--- config.mk ---
export PLATFORM = sky130hd
export DESIGN_NAME = divclk_oneshot_timer
export DESIGN_NICKNAME = d
export VERILOG_FILES = /design/src/rtl/dtmr_pkg.sv /design/src/rtl/dtmr_divdec.sv /design/src/rtl/dtmr_regs.sv /design/src/rtl/dtmr_core.sv /design/src/rtl/divclk_oneshot_timer.sv
export SDC_FILE = /design/constraint.sdc
export NUM_CORES = 1
export LEC_CHECK = 0
export BUFFER_PORTS_ARGS = -buffer_cell sky130_fd_sc_hd__buf_2
export CAP_MARGIN = 25
export CORE_ASPECT_RATIO = 1.75
export CORE_MARGIN = 2
export CORE_UTILIZATION = 60
export CTS_CLUSTER_DIAMETER = 40
export DETAILED_ROUTE_END_ITERATION = 10
export PLACE_DENSITY = 0.89
export RECOVER_POWER = 25
export SYNTH_ARGS = -nofsm -noshare
export SYNTH_HDL_FRONTEND = slang
export SYNTH_HIERARCHICAL = 1
export SYNTH_SLANG_ARGS = --single-unit
--- constraint.sdc ---
create_clock -name clk -period 4 [get_ports clk]
set_input_delay 0.6 -clock clk [delete_from_list [all_inputs] [get_ports clk]]
set_output_delay 0.6 -clock clk [all_outputs]
set_load 0.03 [all_outputs]
--- src/rtl/dtmr_pkg.sv ---
package dtmr_pkg;
  localparam int SHIFT_W = 3;
  localparam int PRE_W   = (1 << SHIFT_W) - 1;
  localparam int OFS_W   = 12;

  localparam logic [OFS_W-1:0] OFS_VEC  = 12'h320;
  localparam logic [OFS_W-1:0] OFS_LOAD = 12'h380;
  localparam logic [OFS_W-1:0] OFS_LEFT = 12'h390;
  localparam logic [OFS_W-1:0] OFS_DIV  = 12'h3E0;

  localparam int VEC_STS0_BIT = 12;
  localparam int VEC_STS1_BIT = 14;

  // divide code is {cfg[3], cfg[1:0]}; shift wraps modulo 8
  function automatic logic [SHIFT_W-1:0] div_shift(input logic [SHIFT_W-1:0] code);
    return code + SHIFT_W'(1);
  endfunction
endpackage

--- src/rtl/dtmr_divdec.sv ---
module dtmr_divdec
  import dtmr_pkg::*;
(
  input  logic [SHIFT_W-1:0] code_i,
  output logic [PRE_W-1:0]   div_m1_o
);
  logic [SHIFT_W-1:0] sh;
  logic [PRE_W:0]     pow2;
  logic [PRE_W:0]     pow2_m1;

  always_comb begin
    sh       = div_shift(code_i);
    pow2     = (PRE_W+1)'(1) << sh;
    pow2_m1  = pow2 - (PRE_W+1)'(1);
    div_m1_o = pow2_m1[PRE_W-1:0];
  end
endmodule

--- src/rtl/dtmr_regs.sv ---
module dtmr_regs
  import dtmr_pkg::*;
#(
  parameter int ADDR_W = 12,
  parameter int DATA_W = 32,
  parameter int CNT_W  = 32
) (
  input  logic               clk,
  input  logic               rst_n,
  input  logic [ADDR_W-1:0]  addr_i,
  input  logic               wr_i,
  input  logic [DATA_W-1:0]  wdata_i,
  input  logic [1:0]         sts_i,
  input  logic [CNT_W-1:0]   left_i,
  output logic [SHIFT_W-1:0] code_o,
  output logic               load_o,
  output logic [CNT_W-1:0]   load_val_o,
  output logic [DATA_W-1:0]  rdata_o
);
  localparam logic [DATA_W-1:0] STS_MASK =
    (DATA_W'(1) << VEC_STS0_BIT) | (DATA_W'(1) << VEC_STS1_BIT);

  logic sel_vec, sel_load, sel_left, sel_div;
  logic en_vec, en_load, en_div;

  logic [DATA_W-1:0]  vec_q, vec_d;
  logic [CNT_W-1:0]   load_q, load_d;
  logic [SHIFT_W-1:0] code_q, code_d;

  always_comb begin
    sel_vec  = (addr_i == ADDR_W'(OFS_VEC));
    sel_load = (addr_i == ADDR_W'(OFS_LOAD));
    sel_left = (addr_i == ADDR_W'(OFS_LEFT));
    sel_div  = (addr_i == ADDR_W'(OFS_DIV));
    en_vec   = wr_i & sel_vec;
    en_load  = wr_i & sel_load;
    en_div   = wr_i & sel_div;
    vec_d    = wdata_i & ~STS_MASK;
    load_d   = wdata_i[CNT_W-1:0];
    code_d   = {wdata_i[3], wdata_i[1:0]};
  end

  always_ff @(posedge clk or negedge rst_n) begin
    if (!rst_n) begin
      vec_q  <= '0;
      load_q <= '0;
      code_q <= '0;
    end else begin
      if (en_vec)  vec_q  <= vec_d;
      if (en_load) load_q <= load_d;
      if (en_div)  code_q <= code_d;
    end
  end

  always_comb begin
    rdata_o = '0;
    if (sel_vec) begin
      rdata_o = vec_q;
      rdata_o[VEC_STS0_BIT] = sts_i[0];
      rdata_o[VEC_STS1_BIT] = sts_i[1];
    end else if (sel_load) begin
      rdata_o = DATA_W'(load_q);
    end else if (sel_left) begin
      rdata_o = DATA_W'(left_i);
    end else if (sel_div) begin
      rdata_o = DATA_W'({code_q[2], 1'b0, code_q[1:0]});
    end
  end

  assign code_o     = code_q;
  assign load_o     = en_load;
  assign load_val_o = load_d;

  AST_LEFT_RO: assert property (@(posedge clk) disable iff (!rst_n)
    (wr_i && sel_left) |=> ($stable(vec_q) && $stable(load_q) && $stable(code_q)));
  AST_VEC_STS_FREE: assert property (@(posedge clk) disable iff (!rst_n)
    ((vec_q & STS_MASK) == '0));
  AST_UNMAPPED_WR: assert property (@(posedge clk) disable iff (!rst_n)
    (wr_i && !(sel_vec || sel_load || sel_left || sel_div))
      |=> ($stable(vec_q) && $stable(load_q) && $stable(code_q)));
endmodule

--- src/rtl/dtmr_core.sv ---
module dtmr_core
  import dtmr_pkg::*;
#(
  parameter int CNT_W = 32
) (
  input  logic             clk,
  input  logic             rst_n,
  input  logic             tick_i,
  input  logic             load_i,
  input  logic [CNT_W-1:0] load_val_i,
  input  logic [PRE_W-1:0] div_m1_i,
  output logic [CNT_W-1:0] left_o,
  output logic             expire_o
);
  logic             act_q, act_d;
  logic             pend_q, pend_d;
  logic [PRE_W-1:0] pre_q, pre_d;
  logic [CNT_W-1:0] cnt_q, cnt_d;
  logic             exp_q, exp_d;
  logic             en;

  always_comb begin
    act_d  = act_q;
    pend_d = pend_q;
    pre_d  = pre_q;
    cnt_d  = cnt_q;
    exp_d  = 1'b0;
    en     = load_i | (act_q & tick_i);
    if (load_i) begin
      if (load_val_i == '0) begin
        act_d  = 1'b0;
        pend_d = 1'b0;
        pre_d  = '0;
        cnt_d  = '0;
      end else begin
        act_d  = 1'b1;
        pend_d = ~tick_i;
        pre_d  = div_m1_i;
        cnt_d  = load_val_i;
      end
    end else if (act_q && tick_i) begin
      if (pend_q) begin
        pend_d = 1'b0;
      end else if (pre_q != '0) begin
        pre_d = pre_q - PRE_W'(1);
      end else if (cnt_q == CNT_W'(1)) begin
        act_d = 1'b0;
        cnt_d = '0;
        exp_d = 1'b1;
      end else begin
        cnt_d = cnt_q - CNT_W'(1);
        pre_d = div_m1_i;
      end
    end
  end

  always_ff @(posedge clk or negedge rst_n) begin
    if (!rst_n) begin
      act_q  <= 1'b0;
      pend_q <= 1'b0;
      pre_q  <= '0;
      cnt_q  <= '0;
      exp_q  <= 1'b0;
    end else begin
      exp_q <= exp_d;
      if (en) begin
        act_q  <= act_d;
        pend_q <= pend_d;
        pre_q  <= pre_d;
        cnt_q  <= cnt_d;
      end
    end
  end

  // a pending alignment tick adds one partial period to the rounded count
  assign left_o   = (pend_q && !(&cnt_q)) ? cnt_q + CNT_W'(1) : cnt_q;
  assign expire_o = exp_q;

  AST_PULSE_SINGLE: assert property (@(posedge clk) disable iff (!rst_n)
    exp_q |=> !exp_q);
  AST_EXPIRE_IDLE: assert property (@(posedge clk) disable iff (!rst_n)
    exp_q |-> (!act_q && cnt_q == '0));
  AST_LOAD_RESTART: assert property (@(posedge clk) disable iff (!rst_n)
    (load_i && load_val_i != '0) |=> (act_q && cnt_q == $past(load_val_i)));
  AST_ZERO_STOP: assert property (@(posedge clk) disable iff (!rst_n)
    (load_i && load_val_i == '0) |=> (!act_q && !exp_q));
  AST_LEFT_NONINC: assert property (@(posedge clk) disable iff (!rst_n)
    (act_q && !load_i) |=> (cnt_q <= $past(cnt_q)));
  AST_ALIGN_ACTIVE: assert property (@(posedge clk) disable iff (!rst_n)
    pend_q |-> act_q);
endmodule

--- src/rtl/divclk_oneshot_timer.sv ---
module divclk_oneshot_timer
  import dtmr_pkg::*;
#(
  parameter int ADDR_W = 12,
  parameter int DATA_W = 32,
  parameter int CNT_W  = 32
) (
  input  logic              clk,
  input  logic              rst_n,
  input  logic              tick_i,
  input  logic [ADDR_W-1:0] bus_addr,
  input  logic              bus_wr,
  input  logic [DATA_W-1:0] bus_wdata,
  output logic [DATA_W-1:0] bus_rdata,
  input  logic [1:0]        lvt_sts_i,
  output logic              expire_o
);
  logic [1:0]         rs_q;
  logic               rst_sync_n;
  logic [SHIFT_W-1:0] code;
  logic [PRE_W-1:0]   div_m1;
  logic               load;
  logic [CNT_W-1:0]   load_val;
  logic [CNT_W-1:0]   left;

  always_ff @(posedge clk or negedge rst_n) begin
    if (!rst_n) rs_q <= 2'b00;
    else        rs_q <= {rs_q[0], 1'b1};
  end
  assign rst_sync_n = rs_q[1];

  dtmr_regs #(.ADDR_W(ADDR_W), .DATA_W(DATA_W), .CNT_W(CNT_W)) u_regs (
    .clk        (clk),
    .rst_n      (rst_sync_n),
    .addr_i     (bus_addr),
    .wr_i       (bus_wr),
    .wdata_i    (bus_wdata),
    .sts_i      (lvt_sts_i),
    .left_i     (left),
    .code_o     (code),
    .load_o     (load),
    .load_val_o (load_val),
    .rdata_o    (bus_rdata)
  );

  dtmr_divdec u_divdec (
    .code_i   (code),
    .div_m1_o (div_m1)
  );

  dtmr_core #(.CNT_W(CNT_W)) u_core (
    .clk        (clk),
    .rst_n      (rst_sync_n),
    .tick_i     (tick_i),
    .load_i     (load),
    .load_val_i (load_val),
    .div_m1_i   (div_m1),
    .left_o     (left),
    .expire_o   (expire_o)
  );

  AST_NO_PULSE_IN_RESET: assert property (@(posedge clk)
    !rst_sync_n |-> !expire_o);
endmodule

==> summary by stage <==
STA
The clock arrives with 0.01013 ns of skew. Setup violations remaining at the end of the flow were counted as 0. The maximum clock rate is 0.2622 GHz. The max-slew headroom at the worst pin is -4.972%. The number of endpoints with negative hold slack in the final report is 0. The smallest clock period supported by the final layout is computed as 3.813 ns.

The worst path uses 95.34% of the clock period. The number of max-slew violations in the final report is 63. At the pin with the least slew margin, the transition time is 1.575 ns. Setup repair after global routing left no endpoint under its margin.

The final sum of negative setup slack is 0 ns.

Floorplanning
The floorplan core area is 12000 sq um. The starting density of the core is 61.33%. After floorplanning, the core was divided into 53 placement rows. Pin placement for this block handled 83 I/O pins. The die covers 13200 sq um. In this run the horizontal extent of the chip is 87.73 microns.

The die is 150.5 microns tall.

Logic synthesis
Synthesis instantiated 73 different standard cells from the library. The post-synthesis instance area is 7361 sq um. The number of enable-type register cells in the synthesized netlist is 0. In the synthesized netlist the dominant register cell turns out to be sky130_fd_sc_hd__dfrtp_1. A synthesized cell averages 9.597 sq um. Of all flip-flops after synthesis, the portion carrying an async set or reset was 100.0%. After synthesis, flip-flops and latches occupy 37.06% of the total area.

The number of nets handed over by synthesis was 822. The number of synthesis warnings is 6. The synthesized instance count is 767. After synthesis the netlist holds a flip-flop and latch count of 109.

Worst setup path
Counting cells, the worst reg-to-reg path comes to 7. The critical path capture point type is an output pin. The startpoint class of the critical path is a flop. The worst register-to-register path has a setup slack of 0.87 ns.

The capture instance of the worst register-to-register path is u_core/cnt_q[22]. The launching point of the worst reg2reg path is u_core/pre_q[0]. By startpoint and endpoint, the worst setup path is classified as reg2out. Along the worst path, the maximum fanout reaches 13.

The data required time of the worst path is 3.40 ns. The data arrival time of the critical path is 3.21 ns.

Global routing
The first global-routing pass estimated 31470 microns of wire. The via count of the first global-routing pass is 6188. The global router's overall resource usage is 30.79%.

Entering global routing, the biggest net connects 63 pins. The global route total overflow is 0. The initial antenna violation count is 1.

Route
After detailed routing, the number of remaining DRC violations is 0. In this run the remaining antenna-violating nets after routing total 0. After the first detailed-routing iteration, the DRC count stood at 664. The count of vias placed by the detailed router is 6343. In the final routed layout, each cell accounts on average for 20.74 microns. The count of TritonRoute iterations in the first routing pass is 6.

After detailed routing, the total wire length is 19850 microns. The via count normalized by instance count is 6.628.

CTS
The maximum level of the CTS H-tree is 3. TritonCTS built the clock tree. The total clock buffers created by CTS is 9. After clock tree synthesis, the clock-pin slew on the worst setup and hold paths is 0.07 ns. No sink is reached through more buffers than the 2 on the longest clock path.

CTS placed an instance of sky130_fd_sc_hd__clkbuf_16 at the clock tree root. The later pin in the worst-skew pair is clocked with a latency of 0.35 ns. The cts-stage hold buffer count is 0. CTS saw 109 sinks.

Cells and area
The top cell types in the final layout, fill and taps aside, are sky130_fd_sc_hd__dfrtp_1, sky130_fd_sc_hd__buf_2, sky130_fd_sc_hd__mux2_2, sky130_fd_sc_hd__nor2_1, sky130_fd_sc_hd__nand2_1. The most common cell after layout, fill and taps aside is sky130_fd_sc_hd__dfrtp_1. The growth of design area from synthesis to finish is 7.054%. For this run, the post-layout net count is 842. The layout has 958 filler cells.

Of the cells placed in the final design, the portion with a size suffix greater than 1 is 26.42%.

Worst hold path
The class of the tightest hold or removal check is in2async.

Placement
The HPWL after detailed placement is 14630 microns. The count of buffers from port buffering is 82. The final weighted congestion of routability-driven global placement is 0.9755.

Power
Summed over all cells, the static leakage comes to 3.410 nW. The maximum vdd drop is 0.1896 mV. Overall power consumption after layout is estimated at 0.002230 W. The total power per unit cell area is 283.0 nW/um^2.

Run status
The checks that failed: capacitance limit, slew limit. The flow ran to the end, but the final reports show violations.

Run
The tool flagged a number of max-cap violations equal to 1.
-- worst max-delay path by stage --
stage	depth (start not counted)	startpoint	slack, ns	to
3_5_place_dp	9	u_core/cnt_q[13]	0.48	bus_rdata[31]
4_1_cts	9	u_core/cnt_q[13]	0.09	bus_rdata[31]
2_1_floorplan	0	rs_q[1]	0.74	u_core/act_q
3_3_place_gp	9	u_core/cnt_q[13]	0.55	bus_rdata[31]
5_1_grt	11	u_core/cnt_q[24]	0.04	bus_rdata[3]
6_report	11	u_core/cnt_q[24]	0.19	bus_rdata[15]
-- final cells by class --
cell class	instances	area (sq um)	area share [%]
antenna	1	2.502	0.03176
clock buffer	11	232.7	2.953
clock inverter	4	50.05	0.6351
inverter	12	45.04	0.5716
multi-input combinational	552	4050	51.40
sequential	109	2731	34.66
tap	165	206.4	2.620
timing repair buffer	103	561.8	7.129
-- kinds of logic (layout without fill, tap and decap cells) --
logic type | count (synthesis) | count (layout) | synth area share [%]
AND/OR/NAND/NOR | 264 | 264 | 20.52
AO/OA/AOI/OAI | 147 | 147 | 14.18
multiplexers | 98 | 98 | 14.94
adder cells (fa/ha/maj) | 5 | 5 | 0.8499
buffers and inverters | 106 | 130 | 8.006
XOR/XNOR | 37 | 37 | 4.403
other | 1 | 2 | 0.05095
flip-flops | 109 | 109 | 37.06
-- sequential cells by signal, indices dropped and copies added (netlist names) --
| register | count |
|---|---|
| u_core/cnt_q | 32 |
| u_regs/load_q | 32 |
| u_regs/vec_q | 30 |
| u_core/pre_q | 7 |
| u_regs/code_o | 3 |
| rs_q | 2 |
| u_core/act_q | 1 |
| u_core/expire_o | 1 |
| u_core/pend_q | 1 |
-- power by group --
part / total [W] / switching [W] / internal (W)
Clock: 0.000885 / 0.000402 / 0.000482
Sequential: 0.00113 / 0.0000175 / 0.00111
Combinational: 0.000215 / 0.000132 / 0.0000836
Total: 0.00223 / 0.000552 / 0.00168
-- per-stage QoR --
stage | utilization, % | std cells | setup WS [ns] | hold WS [ns] | instance area (sq um)
finish | 65.65 | 957 | 0.1865 | 0.01554 | 7880
global route | 65.65 | 957 | 0.03877 | 0.01918 | 7880
CTS | 65.78 | 955 | 0.08706 | 0.01949 | 7895
detailed placement | 63.42 | 940 | 0.4838 | 0.2312 | 7612
global placement | 63.19 | 939 | 0.5521 | 0.3391 | 7585
floorplan | - | 767 | 0.7387 | 0.3044 | 7361
-- worst max-delay path, stage by stage, from the launching register on --
cell                      delay (ns)
sky130_fd_sc_hd__dfrtp_1        0.61
sky130_fd_sc_hd__nand4_1        0.26
sky130_fd_sc_hd__nor4_1         0.37
sky130_fd_sc_hd__buf_4          0.20
sky130_fd_sc_hd__nor2b_1        0.30
sky130_fd_sc_hd__a21oi_1        0.19
sky130_fd_sc_hd__nand4_1        0.17
sky130_fd_sc_hd__xnor2_1        0.10
sky130_fd_sc_hd__mux2_2         0.27
sky130_fd_sc_hd__a22oi_1        0.17
sky130_fd_sc_hd__nor2_1         0.05
sky130_fd_sc_hd__buf_2          0.18
-- routing by layer --
metal / track usage, % / wire (microns) / vias up / part of all wire [%]
met5: 0 / 0 / - / 0
met4: 18.08 / 1225 / 0 / 6.2
met3: 4.441 / 970 / 88 / 4.9
met2: 53.64 / 10530 / 298 / 53
met1: 34.99 / 7119 / 3093 / 36
li1: - / - / 2864 / -
-- cell usage after synthesis (4+ instances only) --
cell,n,area share [%]
sky130_fd_sc_hd__clkbuf_1,36,1.8
sky130_fd_sc_hd__mux2_1,30,4.6
sky130_fd_sc_hd__mux2_2,65,9.9
sky130_fd_sc_hd__and4b_1,4,0.54
sky130_fd_sc_hd__o21ai_0,25,1.7
sky130_fd_sc_hd__xor2_1,10,1.2
sky130_fd_sc_hd__a31oi_1,4,0.34
sky130_fd_sc_hd__o211ai_1,9,0.92
sky130_fd_sc_hd__nor3b_1,5,0.51
sky130_fd_sc_hd__nand2_1,50,2.5
sky130_fd_sc_hd__inv_1,12,0.61
sky130_fd_sc_hd__nor3_1,16,1.1
sky130_fd_sc_hd__a21oi_1,24,1.6
sky130_fd_sc_hd__buf_6,5,0.76
sky130_fd_sc_hd__xnor2_1,27,3.2
sky130_fd_sc_hd__buf_2,17,1.2
sky130_fd_sc_hd__dfrtp_1,109,37
sky130_fd_sc_hd__nand4_1,21,1.8
sky130_fd_sc_hd__nand3_1,28,1.9
sky130_fd_sc_hd__a32oi_1,6,0.71
sky130_fd_sc_hd__and4_1,5,0.59
sky130_fd_sc_hd__a211oi_1,4,0.41
sky130_fd_sc_hd__nor2_1,64,3.3
sky130_fd_sc_hd__buf_4,35,3.6
sky130_fd_sc_hd__and3_1,5,0.42
sky130_fd_sc_hd__ha_1,5,0.85
sky130_fd_sc_hd__or4_1,9,0.92
sky130_fd_sc_hd__o311ai_0,8,0.95
sky130_fd_sc_hd__nor4_1,18,1.5
sky130_fd_sc_hd__a22oi_1,42,4.3
-- what timing repair did --
| item | 4_1_cts | 5_1_grt |
|---|---|---|
| endpoints found under the setup margin | 0 | 2 |
| setup buffers | 0 | 0 |
| gates resized for setup | 0 | 4 |
Power figures use the tool's default switching activity.
